**config.mk**
```make
export PLATFORM = sky130hd
export DESIGN_NAME = seqsum_top
export DESIGN_NICKNAME = d
export VERILOG_FILES = /design/src/rtl/seqsum_pkg.sv /design/src/rtl/seqsum_ctrl.sv /design/src/rtl/seqsum_dp.sv /design/src/rtl/seqsum_top.sv
export SDC_FILE = /design/constraint.sdc
export NUM_CORES = 1
export LEC_CHECK = 0
export CAP_MARGIN = 10
export CELL_PAD_IN_SITES_DETAIL_PLACEMENT = 1
export CELL_PAD_IN_SITES_GLOBAL_PLACEMENT = 1
export CORE_UTILIZATION = 40
export CTS_CLUSTER_DIAMETER = 120
export CTS_CLUSTER_SIZE = 10
export DETAILED_ROUTE_END_ITERATION = 10
export DONT_BUFFER_PORTS = 1
export PLACE_DENSITY = 0.66
export SETUP_SLACK_MARGIN = 0.1
export SYNTH_ARGS = -nofsm -noshare
export SYNTH_HDL_FRONTEND = slang
export SYNTH_HIERARCHICAL = 1
export SYNTH_SLANG_ARGS = --single-unit
```
**constraint.sdc**
```tcl
create_clock -name clk -period 2.3 [get_ports clk]
set_input_delay 0.115 -clock clk [delete_from_list [all_inputs] [get_ports clk]]
set_output_delay 0.115 -clock clk [all_outputs]
set_load 0.05 [all_outputs]
```
**src/rtl/seqsum_pkg.sv**
```systemverilog
package seqsum_pkg;

    typedef enum logic [2:0] {
        ST_IDLE,
        ST_CNT_ACK,
        ST_RELEASE,
        ST_FETCH,
        ST_ADD_ACK
    } seq_state_t;

    typedef struct packed {
        logic clr_sum;
        logic ld_sum;
        logic ld_cnt;
        logic dec_cnt;
    } dp_ctrl_t;

endpackage

```
**src/rtl/seqsum_ctrl.sv**
```systemverilog
module seqsum_ctrl
    import seqsum_pkg::*;
(
    input  logic     clk,
    input  logic     rst_n,
    input  logic     data_vld,
    input  logic     cnt_zero,
    output dp_ctrl_t ctl,
    output logic     rdy,
    output logic     ack,
    output logic     idle
);

    seq_state_t state_q, state_d;

    always_ff @(posedge clk or negedge rst_n) begin
        if (!rst_n) state_q <= ST_IDLE;
        else        state_q <= state_d;
    end

    always_comb begin
        state_d = state_q;
        unique case (state_q)
            ST_IDLE:    if (data_vld) state_d = ST_CNT_ACK;
            ST_CNT_ACK: state_d = ST_RELEASE;
            ST_RELEASE: if (!data_vld) state_d = cnt_zero ? ST_IDLE : ST_FETCH;
            ST_FETCH:   if (data_vld) state_d = ST_ADD_ACK;
            ST_ADD_ACK: state_d = ST_RELEASE;
            default:    state_d = ST_IDLE;
        endcase
    end

    always_comb begin
        ctl  = '0;
        rdy  = 1'b0;
        ack  = 1'b0;
        idle = 1'b0;
        unique case (state_q)
            ST_IDLE: begin
                rdy  = 1'b1;
                idle = 1'b1;
                if (data_vld) begin
                    ctl.clr_sum = 1'b1;
                    ctl.ld_cnt  = 1'b1;
                end
            end
            ST_FETCH: begin
                rdy = 1'b1;
                if (data_vld) begin
                    ctl.ld_sum  = 1'b1;
                    ctl.dec_cnt = 1'b1;
                end
            end
            ST_CNT_ACK, ST_ADD_ACK: ack = 1'b1;
            default: ;
        endcase
    end

    a_r2_ack_after_accept: assert property (@(posedge clk) disable iff (!rst_n)
        (rdy && data_vld) |=> ack);

    a_r3_ack_single: assert property (@(posedge clk) disable iff (!rst_n)
        ack |=> !ack);

    a_r4_no_ready_after_ack: assert property (@(posedge clk) disable iff (!rst_n)
        ack |=> !rdy);

    a_r6_fetch_only_nonzero: assert property (@(posedge clk) disable iff (!rst_n)
        (state_q == ST_FETCH) |-> !cnt_zero);

endmodule

```
**src/rtl/seqsum_dp.sv**
```systemverilog
module seqsum_dp
    import seqsum_pkg::*;
#(
    parameter int WORD_W = 8
) (
    input  logic              clk,
    input  logic              rst_n,
    input  logic [WORD_W-1:0] din,
    input  dp_ctrl_t          ctl,
    output logic [WORD_W-1:0] sum,
    output logic              cnt_zero,
    output logic              ovf
);

    localparam int ADD_W = WORD_W + 1;

    logic [WORD_W-1:0] sum_q, cnt_q;
    logic              ovf_q;
    logic [ADD_W-1:0]  add_full;

    assign add_full = {1'b0, sum_q} + {1'b0, din};

    always_ff @(posedge clk or negedge rst_n) begin
        if (!rst_n) begin
            sum_q <= '0;
            cnt_q <= '0;
            ovf_q <= 1'b0;
        end else begin
            if (ctl.clr_sum)     sum_q <= '0;
            else if (ctl.ld_sum) sum_q <= add_full[WORD_W-1:0];

            if (ctl.ld_cnt)       cnt_q <= din;
            else if (ctl.dec_cnt) cnt_q <= cnt_q - 1'b1;

            if (ctl.ld_cnt)      ovf_q <= 1'b0;
            else if (ctl.ld_sum) ovf_q <= ovf_q | add_full[WORD_W];
        end
    end

    assign sum      = sum_q;
    assign cnt_zero = (cnt_q == '0);
    assign ovf      = ovf_q;

    a_r2_load_clears: assert property (@(posedge clk) disable iff (!rst_n)
        ctl.ld_cnt |=> (sum_q == '0) && !ovf_q && (cnt_q == $past(din)));

    a_r5_count_steps: assert property (@(posedge clk) disable iff (!rst_n)
        ctl.dec_cnt |=> (cnt_q == $past(cnt_q) - 1'b1));

    a_r7_ovf_sticky: assert property (@(posedge clk) disable iff (!rst_n)
        (ovf_q && !ctl.ld_cnt) |=> ovf_q);

endmodule

```
**src/rtl/seqsum_top.sv**
```systemverilog
module seqsum_top
    import seqsum_pkg::*;
#(
    parameter int WORD_W = 8
) (
    input  logic              clk,
    input  logic              rst_n,
    input  logic [WORD_W-1:0] in_bus,
    input  logic              data_vld,
    output logic [WORD_W-1:0] out_bus,
    output logic              rdy,
    output logic              ack,
    output logic              done,
    output logic              ovf
);

    dp_ctrl_t ctl;
    logic     cnt_zero;
    logic     idle;

    seqsum_ctrl u_ctrl (
        .clk      (clk),
        .rst_n    (rst_n),
        .data_vld (data_vld),
        .cnt_zero (cnt_zero),
        .ctl      (ctl),
        .rdy      (rdy),
        .ack      (ack),
        .idle     (idle)
    );

    seqsum_dp #(.WORD_W(WORD_W)) u_dp (
        .clk      (clk),
        .rst_n    (rst_n),
        .din      (in_bus),
        .ctl      (ctl),
        .sum      (out_bus),
        .cnt_zero (cnt_zero),
        .ovf      (ovf)
    );

    assign done = idle && cnt_zero;

    a_r6_done_idle_ready: assert property (@(posedge clk) disable iff (!rst_n)
        done |-> rdy);

endmodule

```
==> Yosys cells after proc, flatten, opt, wreduce, memory -nomap -nowiden <==
Index checks and enable logic that the tools add are counted.
{ "totals": {"ff_bits": 20, "out_inout_bits": 12} }
{ "classes": {"addsub": 2, "eq_ne": 7, "muxes": 17, "bitwise": 1, "reduce_logical": 7} }
{ "ops": {"columns": ["cell", "n"], "rows": [
  ["two-way mux 8 bit", 4],
  ["one-hot mux 3 bit (4 select lines)", 1],
  ["adder 8 x 8 -> 9 bit", 1],
  ["two-way mux 3 bit", 3],
  ["logical NOT 8 bit", 1],
  ["two-way mux 1 bit", 8],
  ["subtractor 8 x 1 -> 8 bit, second input constant", 1],
  ["== test 3 x 2 -> 1 bit, second input constant", 2],
  ["inequality test 2 bit, second input constant", 3],
  ["OR reduction 2 bit", 2],
  ["== test 3 x 1 -> 1 bit, second input constant", 1],
  ["== test 3 bit, second input constant", 1],
  ["logical NOT 3 bit", 1],
  ["AND reduction 3 bit", 1],
  ["two-way mux 2 bit", 1],
  ["nonzero test 2 bit", 1],
  ["logical AND 1 bit", 1],
  ["OR 1 bit", 1]
]} }

==> Longest topological paths before layout <==
{ "logic_depth": {"word_depth": 4, "ltp_mapped": 8, "ltp_nobuf": 6} }

==> Cells and area by module <==
Netlist, hierarchy kept.
{ "by_module_without_submodules": {"columns": ["module", "instances", "cells_each", "area_each_um2", "seq_area_each_um2"], "rows": [
  ["seqsum_dp", 1, 119, 1141.1, 425.4],
  ["seqsum_ctrl", 1, 24, 225.2, 75.1],
  ["seqsum_top", 1, 1, 6.3, 0.0]
]} }

==> Least setup slack after synthesis <==
Ideal clock, no wire load.
{ "synth_path": {"path_type": "register -> register", "startpoint": "register u_dp.sum_q[0], in the netlist u_dp/sum[0]", "endpoint": "register u_dp.ovf_q, in the netlist u_dp/ovf", "setup_ps": 136, "t_arrival_ps": 1821, "required_time_ps": 2164, "path_slack_ps": 343, "stages_incl_launch_ff": 7, "n_path_buf": 0, "synth_period_minus_slack_ps": 1957, "cell_sequence": "dfrtp_1 ha_1 fa_1 nand3_1 a32oi_1 a2111oi_0 nor3_1"} }
{ "synth_via": {"elab_chain_cells": 4} }
{ "synth_rtl": {"columns": ["item", "line_no", "text"], "rows": [
  ["start, declared", "seqsum_dp.sv:17", "logic [WORD_W-1:0] sum_q, cnt_q;"],
  ["start signal, assigned", "seqsum_dp.sv:30", "else if (ctl.ld_sum) sum_q <= add_full[WORD_W-1:0];"],
  ["adder 8 x 8 -> 9 bit", "seqsum_dp.sv:21", "assign add_full = {1'b0, sum_q} + {1'b0, din};"],
  ["OR 1 bit", "seqsum_dp.sv:36", "else if (ctl.ld_sum) ovf_q <= ovf_q | add_full[WORD_W];"],
  ["two-way mux 1 bit", "seqsum_dp.sv:36", null],
  ["two-way mux 1 bit", "seqsum_dp.sv:35", "if (ctl.ld_cnt) ovf_q <= 1'b0;"],
  ["end signal, assigned", "seqsum_dp.sv:36", null],
  ["end, declared", "seqsum_dp.sv:18", "logic ovf_q;"]
]} }
Every way passes these cells. The select of a mux whose other input is x is not followed.
A chain may end at the register's enable or synchronous reset.

==> Final worst setup path <==
{ "layout_path": {"startpoint": "register u_dp.cnt_q[4]", "endpoint": "output port done"} }
{ "layout_via": {"elab_chain_cells": 2} }
{ "layout_rtl": {"columns": ["item", "line_no", "text"], "rows": [
  ["start, declared", "seqsum_dp.sv:17", null],
  ["start signal, assigned", "seqsum_dp.sv:32", "if (ctl.ld_cnt) cnt_q <= din;"],
  ["start signal, assigned", "seqsum_dp.sv:33", "else if (ctl.dec_cnt) cnt_q <= cnt_q - 1'b1;"],
  ["logical NOT 8 bit", "seqsum_dp.sv:41", "assign cnt_zero = (cnt_q == '0);"],
  ["net cnt_zero", "seqsum_top.sv:18", "logic cnt_zero;"],
  ["logical AND 1 bit", "seqsum_top.sv:42", "assign done = idle && cnt_zero;"],
  ["end, declared", "seqsum_top.sv:13", "output logic done,"]
]} }
The timed path passes the listed nets, and every way through them passes these cells.

==> impl_results.md <==
* CP Buf/Inv Count at 1
* Row count at 20
* Drt pass-1 iters at 4
* # fillers at 368
* GR Util met1 at 25.97%
* Grt ovf at 0
* Sequential cell area fraction in the yosys report at 36.46%
* Reg-to-reg setup timing slack at 0.34 ns
* Hold WC Path Type: input pin to flip-flop
* Clock H-tree levels at 1
* Final Util at 50.87%
* Height of the die at 60.58 microns
* Max Clk Rate at 0.4886 GHz
* Crit path DAT at around 1.9 ns
* Core area at 3153 sq um
* Count leader, synth: dfrtp_1
* Final hold slack at ~0.042 ns
* Port bufs at 0
* Syn Inst Count at 144
* Clk buf depth at 2
* RSZ-0062 raised after global routing: false
* Area leader, netlist: dfrtp_1
* CTS tree: built
* Post-synth top flop: dfrtp_1
* Syn. warnings at 6
* Slew @ Worst Pin at 0.9614 ns
* Final setup fails at 0
* Slew Viols, Final at 0
* Full die area at 3670 sq um
* Share of flip-flops with an asynchronous set or reset at 100.0%
* Endpoints failing hold at 0
* M2 GR Usage at 36.42%
* Hold Startpoint: data_vld
* Setup TNS at 0 ns
* Post-synth top area share at 36.46%
* Hold depth at 3
* Total via count in the routed design at 1105
* Total Power at roughly 2.2 mW
* CP Class: flip-flop to primary output
* Critical path, cell by cell: or4_4 > nor4b_2 > and2_1 > buf_4
* Worst R2R Path Depth at 5
* Chip width at ~61 microns
* Initial antenna violation count at 0
* Post-DR wirelength/cell at 15.41 microns
* Synth Register Bits at 20
* Worst path top cell family by delay: simple AND/OR/NAND/NOR gates
* Area Growth Syn to Fin at 16.86%
* Worst VDD drop at around 0.62 mV
* Multi-input combinational cell area at 820.8 sq um
* Post-Route WL at 3175 microns
* CP max FO at 3
* Fin crit share at 88.98%
* TritonCTS buffer count at 3
* Synth Cell Area at between 1000 and 1500 sq um
* Clk slew on worst S/H paths at 0.12 ns
* Delay of the slowest critical-path stage at 0.56 ns
* Ant. Diodes at 0
* Register area at 500.5 sq um
* Worst EP required at 2.18 ns
* Syn_nets at 166
* RR Endpoint: u_ctrl/state_q[1]
* Lkg Pwr at 0.6785 nW
* CTS sink cnt at 20
* P per Cell Area at 1364 nW/um^2
* Status: completed
* Min Tclk post-route at 2.047 ns
* Via/cell ratio at about 5.4
* Layout cells sized above 1 at between 10 and 15%
* ANT nets after route at 0
* Residual DRC count at 0
* RePlAce Congestion at ~0.78
* Largest net degree at the start of global routing at 21
* Hold EP: u_ctrl/state_q[0]
* Ranking of synthesized cells by area: dfrtp_1 36%, ha_1 9.1%, xnor2_1 5.1%, o21ai_0 4.7%, nand2_1 4.6%
* Post-synth top cells: 20 x dfrtp_1, 17 x nand2_1, 13 x o21ai_0
* Mapped Avg Cell Area at between 9 and 10 sq um
* Reg2reg start: u_dp/cnt_q[4]
* Worst setup EP type: primary output
* GRT Max-Usage Layer: met2
* Clock Root Buffer: clkbuf_4
* Max Cap Violations at 0
* Slew margin rel. at 35.70%
* Startpoint types: flip-flop
* Final nets at 186
* Io pins at 23
* First DRT Iteration DRCs at 35
* Vias in the first global route at 1204
* Clk_skew at 0.001644 ns
* GR Util met3 at roughly 2.1%
* GRT Resource Usage Total at 20.49%
* Clock Latency Late Sink at approximately 0.3 ns
* Post-synth EDFFs at 0
* Netlist cell types at 41
* Starting density of the core at 43.53%
* Slowest-stage cell, CP: or4_4
* First-pass GRT wire length at 5513 microns
* Dpl hpwl at 2411 microns
-- metrics by stage --
step	setup slack [ns]	area [sq um]	cells
floorplan	0.3428	1373	144
global placement	0.3602	1475	193
detailed placement	0.2148	1475	193
CTS	0.2202	1604	206
global route	0.1653	1604	206
finish	0.2535	1604	206
-- worst max path at each step --
stage | startpoint | end | slack, ns | cells after the start
after detailed placement | u_dp/cnt_q[4] | u_ctrl/state_q[1] | 0.21 | 5
after global routing | u_dp/cnt_q[4] | done | 0.17 | 4
after floorplan | u_dp/sum[0] | u_dp/ovf | 0.34 | 6
final | u_dp/cnt_q[4] | done | 0.25 | 4
after CTS | u_dp/cnt_q[4] | done | 0.22 | 4
after global placement | u_dp/cnt_q[4] | u_ctrl/state_q[1] | 0.36 | 5
-- cell families after synthesis --
logic type	share of synthesized area [%]
AOI/OAI and AO/OA	14.95
adders and majority gates	10.57
and+or+nand+nor	21.79
buffers and inverters	4.192
muxes	3.099
xor gates and xnor gates	8.934
DFF	36.46
-- tightest hold or removal path, cell delays in order --
cell	delay, ns
inv_1	0.03
a31oi_1	0.07
nor2_1	0.08
-- layout by cell type (no fill, tap or decap), types with 2 or more instances in the layout --
master	n
ha_1	10
a211oi_1	5
clkbuf_4	3
inv_1	4
a31oi_1	2
xnor2_1	8
nand2_1	17
nor2_1	11
nor4b_2	2
mux2i_1	2
nand2b_1	5
xor2_1	6
dlygate4sd3_1	10
and4b_1	2
a21oi_1	5
o21ai_1	3
o21ai_0	13
and2_1	3
buf_4	12
nor3_1	2
dfrtp_1	20
-- sequential cells by signal, summed over array words and instances (netlist names) --
register        cells
u_dp/sum            8
u_ctrl/state_q      3
u_dp/cnt_q          8
u_dp/ovf            1
-- per-layer routing --
metal,routed length [microns],share of wire [%]
met5,0,0
met4,21,0.66
met3,77,2.4
met2,1633,51
met1,1442,45
-- report_power, final --
part | leakage, nW | switching [mW] | internal, mW
Clock | 0.0138 | 0.112 | 0.0610
Combinational | 0.412 | 0.747 | 0.521
Sequential | 0.253 | 0.244 | 0.503
-- area by class of cell --
type,instances,share of cell area [%]
repair buffers,22,11.86
inverters,4,0.9360
clock buffers,3,1.404
multi-input cells,113,51.17
well taps,44,3.432
flip-flops and latches,20,31.20
-- what timing repair did --
item                                    CTS  global route
endpoints found under the setup margin    1             0
gates resized for setup                   1             0
hold buffers                             10             0
endpoints found under the hold margin    29             0
setup buffers                             0             0
(Power assumes the default switching activity.)
